**config.mk**
```make
export PLATFORM = sky130hd
export DESIGN_NAME = sector_mark_gen
export DESIGN_NICKNAME = d
export VERILOG_FILES = /design/src/rtl/smg_pkg.sv /design/src/rtl/smg_divider.sv /design/src/rtl/smg_cfg.sv /design/src/rtl/smg_track.sv /design/src/rtl/sector_mark_gen.sv
export SDC_FILE = /design/constraint.sdc
export NUM_CORES = 1
export LEC_CHECK = 0
export CELL_PAD_IN_SITES_DETAIL_PLACEMENT = 1
export CELL_PAD_IN_SITES_GLOBAL_PLACEMENT = 1
export CORE_AREA = 5 5 167 169
export DETAILED_ROUTE_END_ITERATION = 7
export DIE_AREA = 0 0 172 174
export PLACE_DENSITY_LB_ADDON = 0.1
export SKIP_LAST_GASP = 1
export SYNTH_ARGS = -nofsm -noshare
export SYNTH_HDL_FRONTEND = slang
export SYNTH_SLANG_ARGS = --single-unit
```
**constraint.sdc**
```tcl
create_clock -name clk -period 7.7 [get_ports clk]
set_input_delay 1.54 -clock clk [delete_from_list [all_inputs] [get_ports clk]]
set_output_delay 1.54 -clock clk [all_outputs]
set_load 0.01 [all_outputs]
```
**src/rtl/smg_pkg.sv**
```systemverilog
package smg_pkg;
  localparam int CNT_W   = 8;
  localparam int MIN_CNT = 3;

  // switch setting to sector count
  function automatic logic [CNT_W-1:0] sw_count(input logic [1:0] sw);
    case (sw)
      2'b00:   return CNT_W'(111);
      2'b01:   return CNT_W'(69);
      2'b10:   return CNT_W'(40);
      default: return CNT_W'(21);
    endcase
  endfunction

  function automatic logic count_legal(input logic [CNT_W-1:0] c);
    return c >= CNT_W'(MIN_CNT);
  endfunction
endpackage

```
**src/rtl/smg_divider.sv**
```systemverilog
module smg_divider #(
  parameter int TRACK = 24000,
  parameter int NW    = 8,
  localparam int LW   = $clog2(TRACK + 1)
) (
  input  logic          clk,
  input  logic          rst_n,
  input  logic          start_i,
  input  logic [NW-1:0] n_i,
  output logic          busy_o,
  output logic          done_o,
  output logic [NW-1:0] n_o,
  output logic [LW-1:0] q_o,
  output logic [LW-1:0] last_o
);
  logic [LW-1:0] rem_q, quo_q;
  logic [NW-1:0] div_q;
  logic          busy_q, done_q;
  logic          can_sub;

  assign can_sub = rem_q >= LW'(div_q);

  always_ff @(posedge clk or negedge rst_n) begin
    if (!rst_n) begin
      rem_q  <= '0;
      quo_q  <= '0;
      div_q  <= '0;
      busy_q <= 1'b0;
      done_q <= 1'b0;
    end else begin
      done_q <= 1'b0;
      if (start_i && !busy_q) begin
        rem_q  <= LW'(TRACK);
        quo_q  <= '0;
        div_q  <= n_i;
        busy_q <= 1'b1;
      end else if (busy_q) begin
        if (can_sub) begin
          rem_q <= rem_q - LW'(div_q);
          quo_q <= quo_q + LW'(1);
        end else begin
          busy_q <= 1'b0;
          done_q <= 1'b1;
        end
      end
    end
  end

  assign busy_o = busy_q;
  assign done_o = done_q;
  assign n_o    = div_q;
  assign q_o    = quo_q;
  assign last_o = quo_q + rem_q;   // T-(N-1)q = q + remainder

  // a finished result divides the track exactly
  p_div_exact_r1: assert property (@(posedge clk) disable iff (!rst_n)
    done_o |-> ((32'(quo_q) * 32'(div_q) + 32'(rem_q)) == 32'(TRACK))
               && (rem_q < LW'(div_q)));
  // busy ends with exactly one done pulse
  p_busy_done_r10: assert property (@(posedge clk) disable iff (!rst_n)
    $fell(busy_o) |-> done_o);
endmodule

```
**src/rtl/smg_cfg.sv**
```systemverilog
module smg_cfg
  import smg_pkg::*;
(
  input  logic             clk,
  input  logic             rst_n,
  input  logic             load_i,
  input  logic [CNT_W-1:0] load_cnt_i,
  input  logic             revert_i,
  input  logic [1:0]       sw_i,
  input  logic             busy_i,
  output logic             start_o,
  output logic [CNT_W-1:0] want_o,
  output logic             illegal_o
);
  logic             prog_sel_q, illegal_q, issued_v_q;
  logic [CNT_W-1:0] prog_cnt_q, issued_q;

  always_comb begin
    want_o  = prog_sel_q ? prog_cnt_q : sw_count(sw_i);
    start_o = !busy_i && (!issued_v_q || (want_o != issued_q));
  end

  always_ff @(posedge clk or negedge rst_n) begin
    if (!rst_n) begin
      prog_sel_q <= 1'b0;
      prog_cnt_q <= '0;
      illegal_q  <= 1'b0;
      issued_v_q <= 1'b0;
      issued_q   <= '0;
    end else begin
      if (revert_i) begin
        prog_sel_q <= 1'b0;
      end else if (load_i) begin
        if (count_legal(load_cnt_i)) begin
          prog_sel_q <= 1'b1;
          prog_cnt_q <= load_cnt_i;
          illegal_q  <= 1'b0;
        end else begin
          illegal_q  <= 1'b1;
        end
      end
      if (start_o) begin
        issued_v_q <= 1'b1;
        issued_q   <= want_o;
      end
    end
  end

  assign illegal_o = illegal_q;

  // a rejected count leaves the programmed state alone
  p_reject_keep_r7: assert property (@(posedge clk) disable iff (!rst_n)
    (load_i && !revert_i && !count_legal(load_cnt_i))
      |=> illegal_o && $stable(prog_cnt_q) && $stable(prog_sel_q));
  // revert always hands control back to the switches
  p_revert_sw_r8: assert property (@(posedge clk) disable iff (!rst_n)
    revert_i |=> (want_o == sw_count(sw_i)));
endmodule

```
**src/rtl/smg_track.sv**
```systemverilog
module smg_track #(
  parameter int TRACK = 24000,
  parameter int NW    = 8,
  parameter int IDX_W = 100,
  parameter int SEC_W = 1,
  localparam int LW   = $clog2(TRACK + 1)
) (
  input  logic          clk,
  input  logic          rst_n,
  input  logic          tick_i,
  input  logic          res_v_i,
  input  logic [NW-1:0] res_n_i,
  input  logic [LW-1:0] res_q_i,
  input  logic [LW-1:0] res_last_i,
  output logic          index_o,
  output logic          sector_o,
  output logic [NW-1:0] sec_o
);
  logic          run_q, pend_v_q;
  logic [NW-1:0] act_n_q, pend_n_q, sec_q;
  logic [LW-1:0] act_q_q, act_last_q, pend_q_q, pend_last_q, pos_q;
  logic [LW-1:0] cur_len;
  logic          last_sec, end_of_sec, wrap_now;

  always_comb begin
    last_sec   = sec_q == (act_n_q - NW'(1));
    cur_len    = last_sec ? act_last_q : act_q_q;
    end_of_sec = run_q && tick_i && (pos_q == cur_len - LW'(1));
    wrap_now   = end_of_sec && last_sec;
  end

  always_ff @(posedge clk or negedge rst_n) begin
    if (!rst_n) begin
      run_q       <= 1'b0;
      pend_v_q    <= 1'b0;
      act_n_q     <= NW'(1);
      act_q_q     <= '0;
      act_last_q  <= '0;
      pend_n_q    <= '0;
      pend_q_q    <= '0;
      pend_last_q <= '0;
      sec_q       <= '0;
      pos_q       <= '0;
    end else begin
      if (run_q && tick_i) begin
        if (end_of_sec) begin
          pos_q <= '0;
          if (last_sec) begin
            sec_q <= '0;
            if (pend_v_q) begin
              act_n_q    <= pend_n_q;
              act_q_q    <= pend_q_q;
              act_last_q <= pend_last_q;
              pend_v_q   <= 1'b0;
            end
          end else begin
            sec_q <= sec_q + NW'(1);
          end
        end else begin
          pos_q <= pos_q + LW'(1);
        end
      end
      if (res_v_i) begin
        if (!run_q) begin
          run_q      <= 1'b1;
          act_n_q    <= res_n_i;
          act_q_q    <= res_q_i;
          act_last_q <= res_last_i;
          sec_q      <= '0;
          pos_q      <= '0;
        end else begin
          pend_v_q    <= 1'b1;
          pend_n_q    <= res_n_i;
          pend_q_q    <= res_q_i;
          pend_last_q <= res_last_i;
        end
      end
    end
  end

  assign index_o  = run_q && (sec_q == '0) && (pos_q < LW'(IDX_W));
  assign sector_o = run_q && (sec_q != '0) && (pos_q < LW'(SEC_W));
  assign sec_o    = sec_q;

  // nothing moves without a byte tick
  p_hold_no_tick_r11: assert property (@(posedge clk) disable iff (!rst_n)
    (run_q && !tick_i) |=> $stable(sec_q) && $stable(pos_q));
  // the two marks never overlap
  p_one_mark_r2: assert property (@(posedge clk) disable iff (!rst_n)
    !(index_o && sector_o));
  // sector number stays inside the active count
  p_sec_range_r4: assert property (@(posedge clk) disable iff (!rst_n)
    run_q |-> (sec_q < act_n_q));
  // end of the last sector leads to sector 0 with the index raised
  p_wrap_index_r9: assert property (@(posedge clk) disable iff (!rst_n)
    wrap_now |=> (sec_q == '0) && index_o);
  // no mark before the first result
  p_quiet_start_r10: assert property (@(posedge clk) disable iff (!rst_n)
    !run_q |-> !index_o && !sector_o);
endmodule

```
**src/rtl/sector_mark_gen.sv**
```systemverilog
module sector_mark_gen
  import smg_pkg::*;
#(
  parameter int TRACK_BYTES = 24000,
  parameter int IDX_TICKS   = 100,
  parameter int SEC_TICKS   = 1,
  localparam int LW         = $clog2(TRACK_BYTES + 1)
) (
  input  logic       clk,
  input  logic       rst_n,
  input  logic       byte_tick,
  input  logic [1:0] sw_sel,
  input  logic       set_load,
  input  logic [7:0] set_count,
  input  logic       pwr_revert,
  output logic       index_pulse,
  output logic       sector_pulse,
  output logic [7:0] sector_num,
  output logic       calc_busy,
  output logic       bad_count
);
  logic             div_start, div_busy, div_done;
  logic [CNT_W-1:0] want_n, div_n;
  logic [LW-1:0]    div_q, div_last;

  smg_cfg u_cfg (
    .clk        (clk),
    .rst_n      (rst_n),
    .load_i     (set_load),
    .load_cnt_i (set_count),
    .revert_i   (pwr_revert),
    .sw_i       (sw_sel),
    .busy_i     (div_busy),
    .start_o    (div_start),
    .want_o     (want_n),
    .illegal_o  (bad_count)
  );

  smg_divider #(.TRACK(TRACK_BYTES), .NW(CNT_W)) u_div (
    .clk     (clk),
    .rst_n   (rst_n),
    .start_i (div_start),
    .n_i     (want_n),
    .busy_o  (div_busy),
    .done_o  (div_done),
    .n_o     (div_n),
    .q_o     (div_q),
    .last_o  (div_last)
  );

  smg_track #(.TRACK(TRACK_BYTES), .NW(CNT_W), .IDX_W(IDX_TICKS),
              .SEC_W(SEC_TICKS)) u_trk (
    .clk        (clk),
    .rst_n      (rst_n),
    .tick_i     (byte_tick),
    .res_v_i    (div_done),
    .res_n_i    (div_n),
    .res_q_i    (div_q),
    .res_last_i (div_last),
    .index_o    (index_pulse),
    .sector_o   (sector_pulse),
    .sec_o      (sector_num)
  );

  assign calc_busy = div_busy;

  // a count change always launches a computation when idle
  p_start_busy_r10: assert property (@(posedge clk) disable iff (!rst_n)
    div_start |=> calc_busy);
endmodule

```
==> results of run 1 <==
cells in the mapped netlist, drive strengths merged, types with 3 or more instances:
library cell	count	area, sq um
mux2	37	417
or3b	3	26.3
xnor2	59	517
buf	14	113
and3	15	93.8
a211oi	4	30.0
nand3	22	110
ha	28	350
nand2b	16	108
a21o	5	37.5
nor3	23	120
nor4b	3	26.3
inv	31	116
nand4	4	25.0
clkbuf	24	90.1
nand3b	7	52.6
nor2	76	288
o21a	6	46.3
or2	6	37.5
nor2b	16	100
dfrtp	151	3780
and2	3	18.8
o31ai	4	30.0
or4	5	41.3
nand2	87	329
xor2	26	235
a21boi	6	45.0
mux2i	54	541
o21ai	80	404
nor3b	4	35.0
a31oi	6	37.5
a21oi	35	179
or3	11	68.8
nor4	16	130
cell families after synthesis:
group           count (synthesis)  synth area share, %
flops                         152                 42.4
simple gates                  325                 19.1
compound gates                168                 11.3
xor+xnor                       85                 8.39
mux                            92                 10.9
fa+ha+maj                      30                 4.35
buf+inv                        69                 3.56
sequential cells by signal, indices dropped and copies added (netlist names), 15 cells and up:
name	count
u_div.q_o	15
u_div.rem_q	15
u_trk.act_last_q	15
u_trk.act_q_q	15
u_trk.pend_last_q	15
u_trk.pend_q_q	15
u_trk.pos_q	15
routing by layer:
metal / track usage, % / vias up / share of wire, %
li1: - / 3256 / -
met1: 23.7 / 3347 / 50
met2: 26.0 / 65 / 47
met3: 2.82 / 17 / 2.1
met4: 3.54 / 0 / 0.89
met5: 0 / - / 0
final timing paths:
| check | startpoint | to | slack (ps) | depth (start not counted) |
|---|---|---|---|---|
| max | u_trk.act_n_q[0] | u_trk.act_q_q[7] | 1930 | 21 |
| min | u_cfg.issued_v_q | u_cfg.issued_v_q | 480 | 1 |
| max reg2reg | u_trk.act_n_q[0] | u_trk.act_q_q[7] | 1930 | 21 |
| min reg2reg | u_cfg.issued_v_q | u_cfg.issued_v_q | 480 | 1 |
| max in group asynchronous | rst_n | u_trk.act_q_q[0] | 5050 | 2 |
| min in group asynchronous | rst_n | u_trk.sec_o[4] | 1210 | 1 |
per-stage QoR:
stage	utilization (%)	hold WS (ps)	instances
2_1_floorplan	-	432	921
3_3_place_gp	36.0	456	1255
3_5_place_dp	36.0	460	1255
4_1_cts	38.1	480	1287
5_1_grt	38.1	495	1287
6_report	38.1	477	1287
worst register-to-register path: stages, from the launching register on:
cell	delay [ps]
dfstp_2	580
inv_1	60
ha_1	280
o21bai_1	190
a211oi_1	280
a221oi_2	80
o21ai_2	300
nand2_2	320
mux2i_1	350
ha_1	290
nand2b_1	150
nor4_1	260
xor2_1	210
a21oi_1	60
a21oi_1	170
xnor2_1	140
nand4_1	150
nor4_4	360
nand4bb_4	650
buf_4	490
mux2i_1	180
o21ai_1	80
final cells by class:
cell class	instances	share of cell area, %
Clock inverter	15	1.42
Sequential cell	152	37.7
Timing Repair Buffer	31	2.97
Tap cell	341	4.23
Multi-Input combinational cell	700	48.3
Inverter	31	1.15
Clock buffer	17	4.22
report_power, final:
group | switching (mW) | internal, mW | total, mW
Combinational | 0.505 | 0.397 | 0.902
Sequential | 0.171 | 0.914 | 1.09
Clock | 0.387 | 0.426 | 0.814
cell usage in the layout (no fill, tap or decap), types with 4 or more instances in the layout:
master	synthesis	final
o21ai_0	50	50
nand2_1	86	85
xnor2_1	59	59
nor2b_1	16	15
nor3_1	22	22
mux2i_1	54	54
or3_1	11	11
xor2_1	25	25
clkinv_4	0	5
inv_1	31	31
dfrtp_1	151	151
nor4_1	14	14
ha_1	28	28
mux2_2	36	36
a211oi_1	4	4
o21ai_1	29	29
or2_2	4	4
and3_1	15	15
o21a_1	5	5
nand2b_1	15	15
nand3_1	22	22
a21boi_0	4	4
a31oi_1	6	6
clkbuf_16	0	17
nand3b_1	7	7
or4_1	4	4
buf_4	3	5
a21o_1	5	5
nor2_1	75	75
nand4_1	4	4
clkdlybuf4s50_1	0	25
a21oi_1	34	34
==> impl_metrics.csv, run 1 <==
group,metric,value,unit
flow_run,drv_cap,0,
critical_path,crit_chain,"inv_1 -> ha_1 -> o21bai_1 -> a211oi_1 -> a221oi_2 -> o21ai_2 -> nand2_2 -> mux2i_1 -> ha_1 -> nand2b_1 -> nor4_1 -> xor2_1 -> a21oi_1 -> a21oi_1 -> xnor2_1 -> nand4_1 -> nor4_4 -> nand4bb_4 -> buf_4 -> mux2i_1 -> o21ai_1",
layout,fin_area,10100,sq um
timing,tns,0,ps
status,run_status,"finished clean",
logic_synthesis,synth_fp_nets,966,
critical_path,end_kind,"register",
timing,max_clock_freq,173,MHz
place,dp_slack,1790,ps
global_route,grtUsageTotal,16.4,%
layout,n_fill_cell,3008,
floorplan,ios,27,
layout,layout-drive-gt1-share,11.1,%
critical_path,critPathBufInv,2,
timing,timing_hold_violations_final,0,
detailed_routing,ant_nets,0,
logic_synthesis,ys_warn_count,0,
clock_network,cts.sinks,152,
detailed_routing,drt-initial-drc-count,267,
global_route,antenna_found_initial,0,
power_and_ir_drop,vdd_ir_drop_max,132,uV
timing,fin_crit_sh,74.9,%
timing,finClkSkew,20.8,ps
layout,nets,978,
place,dpl.hpwl,17.1,mm
layout,diodes,0,
global_route,grt_first_pass_wirelength,39.2,mm
detailed_routing,drt_pass1_iterations,4,
floorplan,die_w,172,microns
clock_network,cts_buffer_depth,2,
floorplan,start_util,33.9,%
floorplan,die-area,29900,sq um
floorplan,rows,60,
global_route,grt_pass1_vias,7027,
clock_network,ctsHoldBuffers,0,
clock_network,cts-buffers-inserted,17,
logic_synthesis,ys.flop_type,"dfrtp_1",
logic_synthesis,ys_types,81,
detailed_routing,drc,0,
critical_path,arrival,6050,ps
timing,max_slew_margin,24.2,%
logic_synthesis,async_flop_share,100,%
logic_synthesis,syn_area_per_cell,9.74,sq um
detailed_routing,num_vias,6685,
detailed_routing,routed_wl,23.6,mm
timing,slew_violations,0,
timing,final.min_clock_period,5770,ps
layout,ff_latch_area,3800,sq um
critical_path,critical_path.max_fanout,29,
hold_path,hold_class,"reg -> reg",
floorplan,dieHeight,174,microns
timing,rsz0062_at_grt,"false",
clock_network,post_cts_resized,0,
place,port_buffers,26,
layout,multiInputGateArea,4860,sq um
clock_network,cts_setup_buffers,0,
global_route,grt_max_degree,91,
logic_synthesis,syn_inst,921,
logic_synthesis,yosysSeqAreaShare,42.4,%
critical_path,worstSetupPathType,"reg -> reg",
floorplan,coreArea,26400,sq um
clock_network,cts_root_buf,"clkbuf_16",
critical_path,crit_slowest_cell,"nand4bb_4",
logic_synthesis,netlist_area,8970,sq um
critical_path,critPathMaxStageDelay,650,ps
timing,worst_slack,1930,ps
clock_network,cts_tree,"done",
critical_path,required,7980,ps
timing,worst_slew_pin_slew,1130,ps
place,placed_area,9510,sq um
critical_path,start_kind,"register",
detailed_routing,wl_per_cell,18.3,microns
clock_network,clock_latency,440,ps
detailed_routing,viasPerCell,5.19,
power_and_ir_drop,p_leak,4.42,nW
timing,setup_violations,0,
layout,areaGrowthSynthToFinish,12.4,%
clock_network,clk_pin_slew,80,ps
power_and_ir_drop,powerDensity,278,nW/um^2
power_and_ir_drop,finalPower,2.80,mW
clock_network,h-tree-depth,4,
critical_path,cp_top_family,"simple AND/OR/NAND/NOR gates",
logic_synthesis,ys_ff_latch,152,
place,gp_congestion,0.772,
logic_synthesis,synth-edff-count,0,
global_route,grt_overflow,0,
Power figures use the tool's default switching activity.
==> run 2, diff against run 1 <==
==> constraint.sdc (replaced) <==
create_clock -name clk -period 5.4 [get_ports clk]
set_input_delay 1.08 -clock clk [delete_from_list [all_inputs] [get_ports clk]]
set_output_delay 1.08 -clock clk [all_outputs]
set_load 0.01 [all_outputs]
==> impl_metrics.csv, run 2 (synthesis results as in run 1) <==
group,metric,value,unit
power_and_ir_drop,p_leak,4.46,nW
place,dp_slack,487,ps
critical_path,worstSetupPathType,"reg -> reg",
clock_network,clock_latency,430,ps
place,placed_cells,1262,
floorplan,coreArea,26400,sq um
clock_network,ctsHoldBuffers,0,
global_route,grtUsageTotal,16.2,%
timing,timing_hold_violations_final,0,
detailed_routing,viasPerCell,5.09,
place,port_buffers,26,
clock_network,cts_buffer_depth,2,
layout,diodes,0,
global_route,antenna_found_initial,0,
clock_network,cts.sinks,152,
clock_network,cts_tree,"done",
layout,multiInputGateArea,4860,sq um
floorplan,start_util,33.9,%
timing,worst_slack,562,ps
layout,n_fill_cell,2998,
detailed_routing,drt_pass1_iterations,4,
detailed_routing,drc,0,
critical_path,critical_path.max_fanout,13,
detailed_routing,ant_nets,0,
layout,ff_latch_area,3800,sq um
timing,max_clock_freq,207,MHz
layout,instances_no_fill,1294,
layout,final_common_cell,"dfrtp_1",
global_route,grt_pass1_vias,6932,
power_and_ir_drop,powerDensity,400,nW/um^2
timing,worst_slew_pin_slew,1080,ps
critical_path,end_kind,"register",
detailed_routing,drt-initial-drc-count,293,
hold_path,hold_class,"reg -> reg",
timing,final.min_clock_period,4840,ps
power_and_ir_drop,vdd_ir_drop_max,218,uV
layout,nets,985,
clock_network,h-tree-depth,4,
layout,layout-drive-gt1-share,11.5,%
detailed_routing,wl_per_cell,17.9,microns
floorplan,dieHeight,174,microns
timing,finClkSkew,15.3,ps
flow_run,drv_cap,0,
floorplan,die-area,29900,sq um
critical_path,start_kind,"register",
detailed_routing,num_vias,6582,
detailed_routing,routed_wl,23.2,mm
status,run_status,"finished clean",
place,dpl.hpwl,17.2,mm
timing,slew_violations,0,
place,gp_congestion,0.788,
clock_network,cts-buffers-inserted,17,
layout,areaGrowthSynthToFinish,13.3,%
timing,tns,0,ps
global_route,grt_overflow,0,
clock_network,cts_root_buf,"clkbuf_16",
global_route,grt_max_degree,72,
floorplan,ios,27,
floorplan,rows,60,
clock_network,clk_pin_slew,70,ps
timing,max_slew_margin,27.7,%
clock_network,cts_setup_buffers,0,
critical_path,arrival,5130,ps
global_route,grt_first_pass_wirelength,38.6,mm
floorplan,die_w,172,microns
place,placed_area,9560,sq um
layout,layout_common_cells,"151 x dfrtp_1, 85 x nand2_1, 75 x nor2_1",
timing,setup_violations,0,
layout,fin_area,10200,sq um
timing,fin_crit_sh,89.6,%
critical_path,required,5690,ps
clock_network,post_cts_resized,0,
timing,rsz0062_at_grt,"false",
[run 2: layout make-up]
type / count / area share [%]
multi-input cells: 700 / 47.9
flip-flops and latches: 152 / 37.5
clock buffers: 19 / 4.26
well taps: 341 / 4.20
repair buffers: 38 / 3.46
clock inverters: 13 / 1.56
inverters: 31 / 1.15
[run 2: final timing paths]
check                      slack, ps  depth (start not counted)          endpoint        startpoint
max                              560                         21    u_trk.pos_q[8]  u_trk.act_n_q[0]
min                              470                          1  u_cfg.issued_v_q  u_cfg.issued_v_q
max reg2reg                      560                         21    u_trk.pos_q[8]  u_trk.act_n_q[0]
min reg2reg                      470                          1  u_cfg.issued_v_q  u_cfg.issued_v_q
max in group asynchronous       3710                          2    u_div.rem_q[7]             rst_n
min in group asynchronous        620                          1    u_trk.sec_o[6]             rst_n
[run 2: stage by stage]
| step | utilization (%) | power (mW) | hold slack [ps] |
|---|---|---|---|
| after detailed placement | 36.2 | 2.87 | 457 |
| after floorplan | - | 2.44 | 432 |
| after global routing | 38.4 | 4.38 | 495 |
| after CTS | 38.4 | 4.13 | 478 |
| after global placement | 36.2 | 2.85 | 450 |
| final | 38.4 | 4.06 | 474 |
[run 2: critical path: stages, from the launching register on]
cell and delay, ps:
dfstp_2 580, inv_1 60, ha_1 290, o21bai_1 200
a211oi_1 290, a221oi_2 80, o21ai_2 170, nand2_2 120
mux2i_1 270, ha_1 280, nand2b_1 130, nor4_1 240
xor2_1 180, a21oi_1 60, a21oi_1 160, xnor2_1 140
nand4_1 150, nor4_4 340, nor3b_2 220, buf_4 200
or2_1 420, nor2_1 120
[run 2: power breakdown]
part,switching (mW),leakage [nW],internal [mW]
combinational,0.719,2.36,0.569
clock,0.529,0.289,0.698
sequential,0.241,1.81,1.30
total,1.49,4.46,2.57
[run 2: metal layers]
layer | track usage (%) | wire length [microns]
met2 | 25.7 | 10700
met1 | 23.0 | 11700
met3 | 2.52 | 406
met5 | 0 | 0
met4 | 4.19 | 373
==> run 3, diff against run 2 <==
--- a/config.mk
+++ b/config.mk
@@ -8,6 +8,7 @@
 export CELL_PAD_IN_SITES_DETAIL_PLACEMENT = 1
 export CELL_PAD_IN_SITES_GLOBAL_PLACEMENT = 1
 export CORE_AREA = 5 5 167 169
+export CTS_CLUSTER_DIAMETER = 100
 export DETAILED_ROUTE_END_ITERATION = 7
 export DIE_AREA = 0 0 172 174
 export PLACE_DENSITY_LB_ADDON = 0.1
==> results of run 3 <==
Final layout, timing and power as in run 2 (identical DEF).
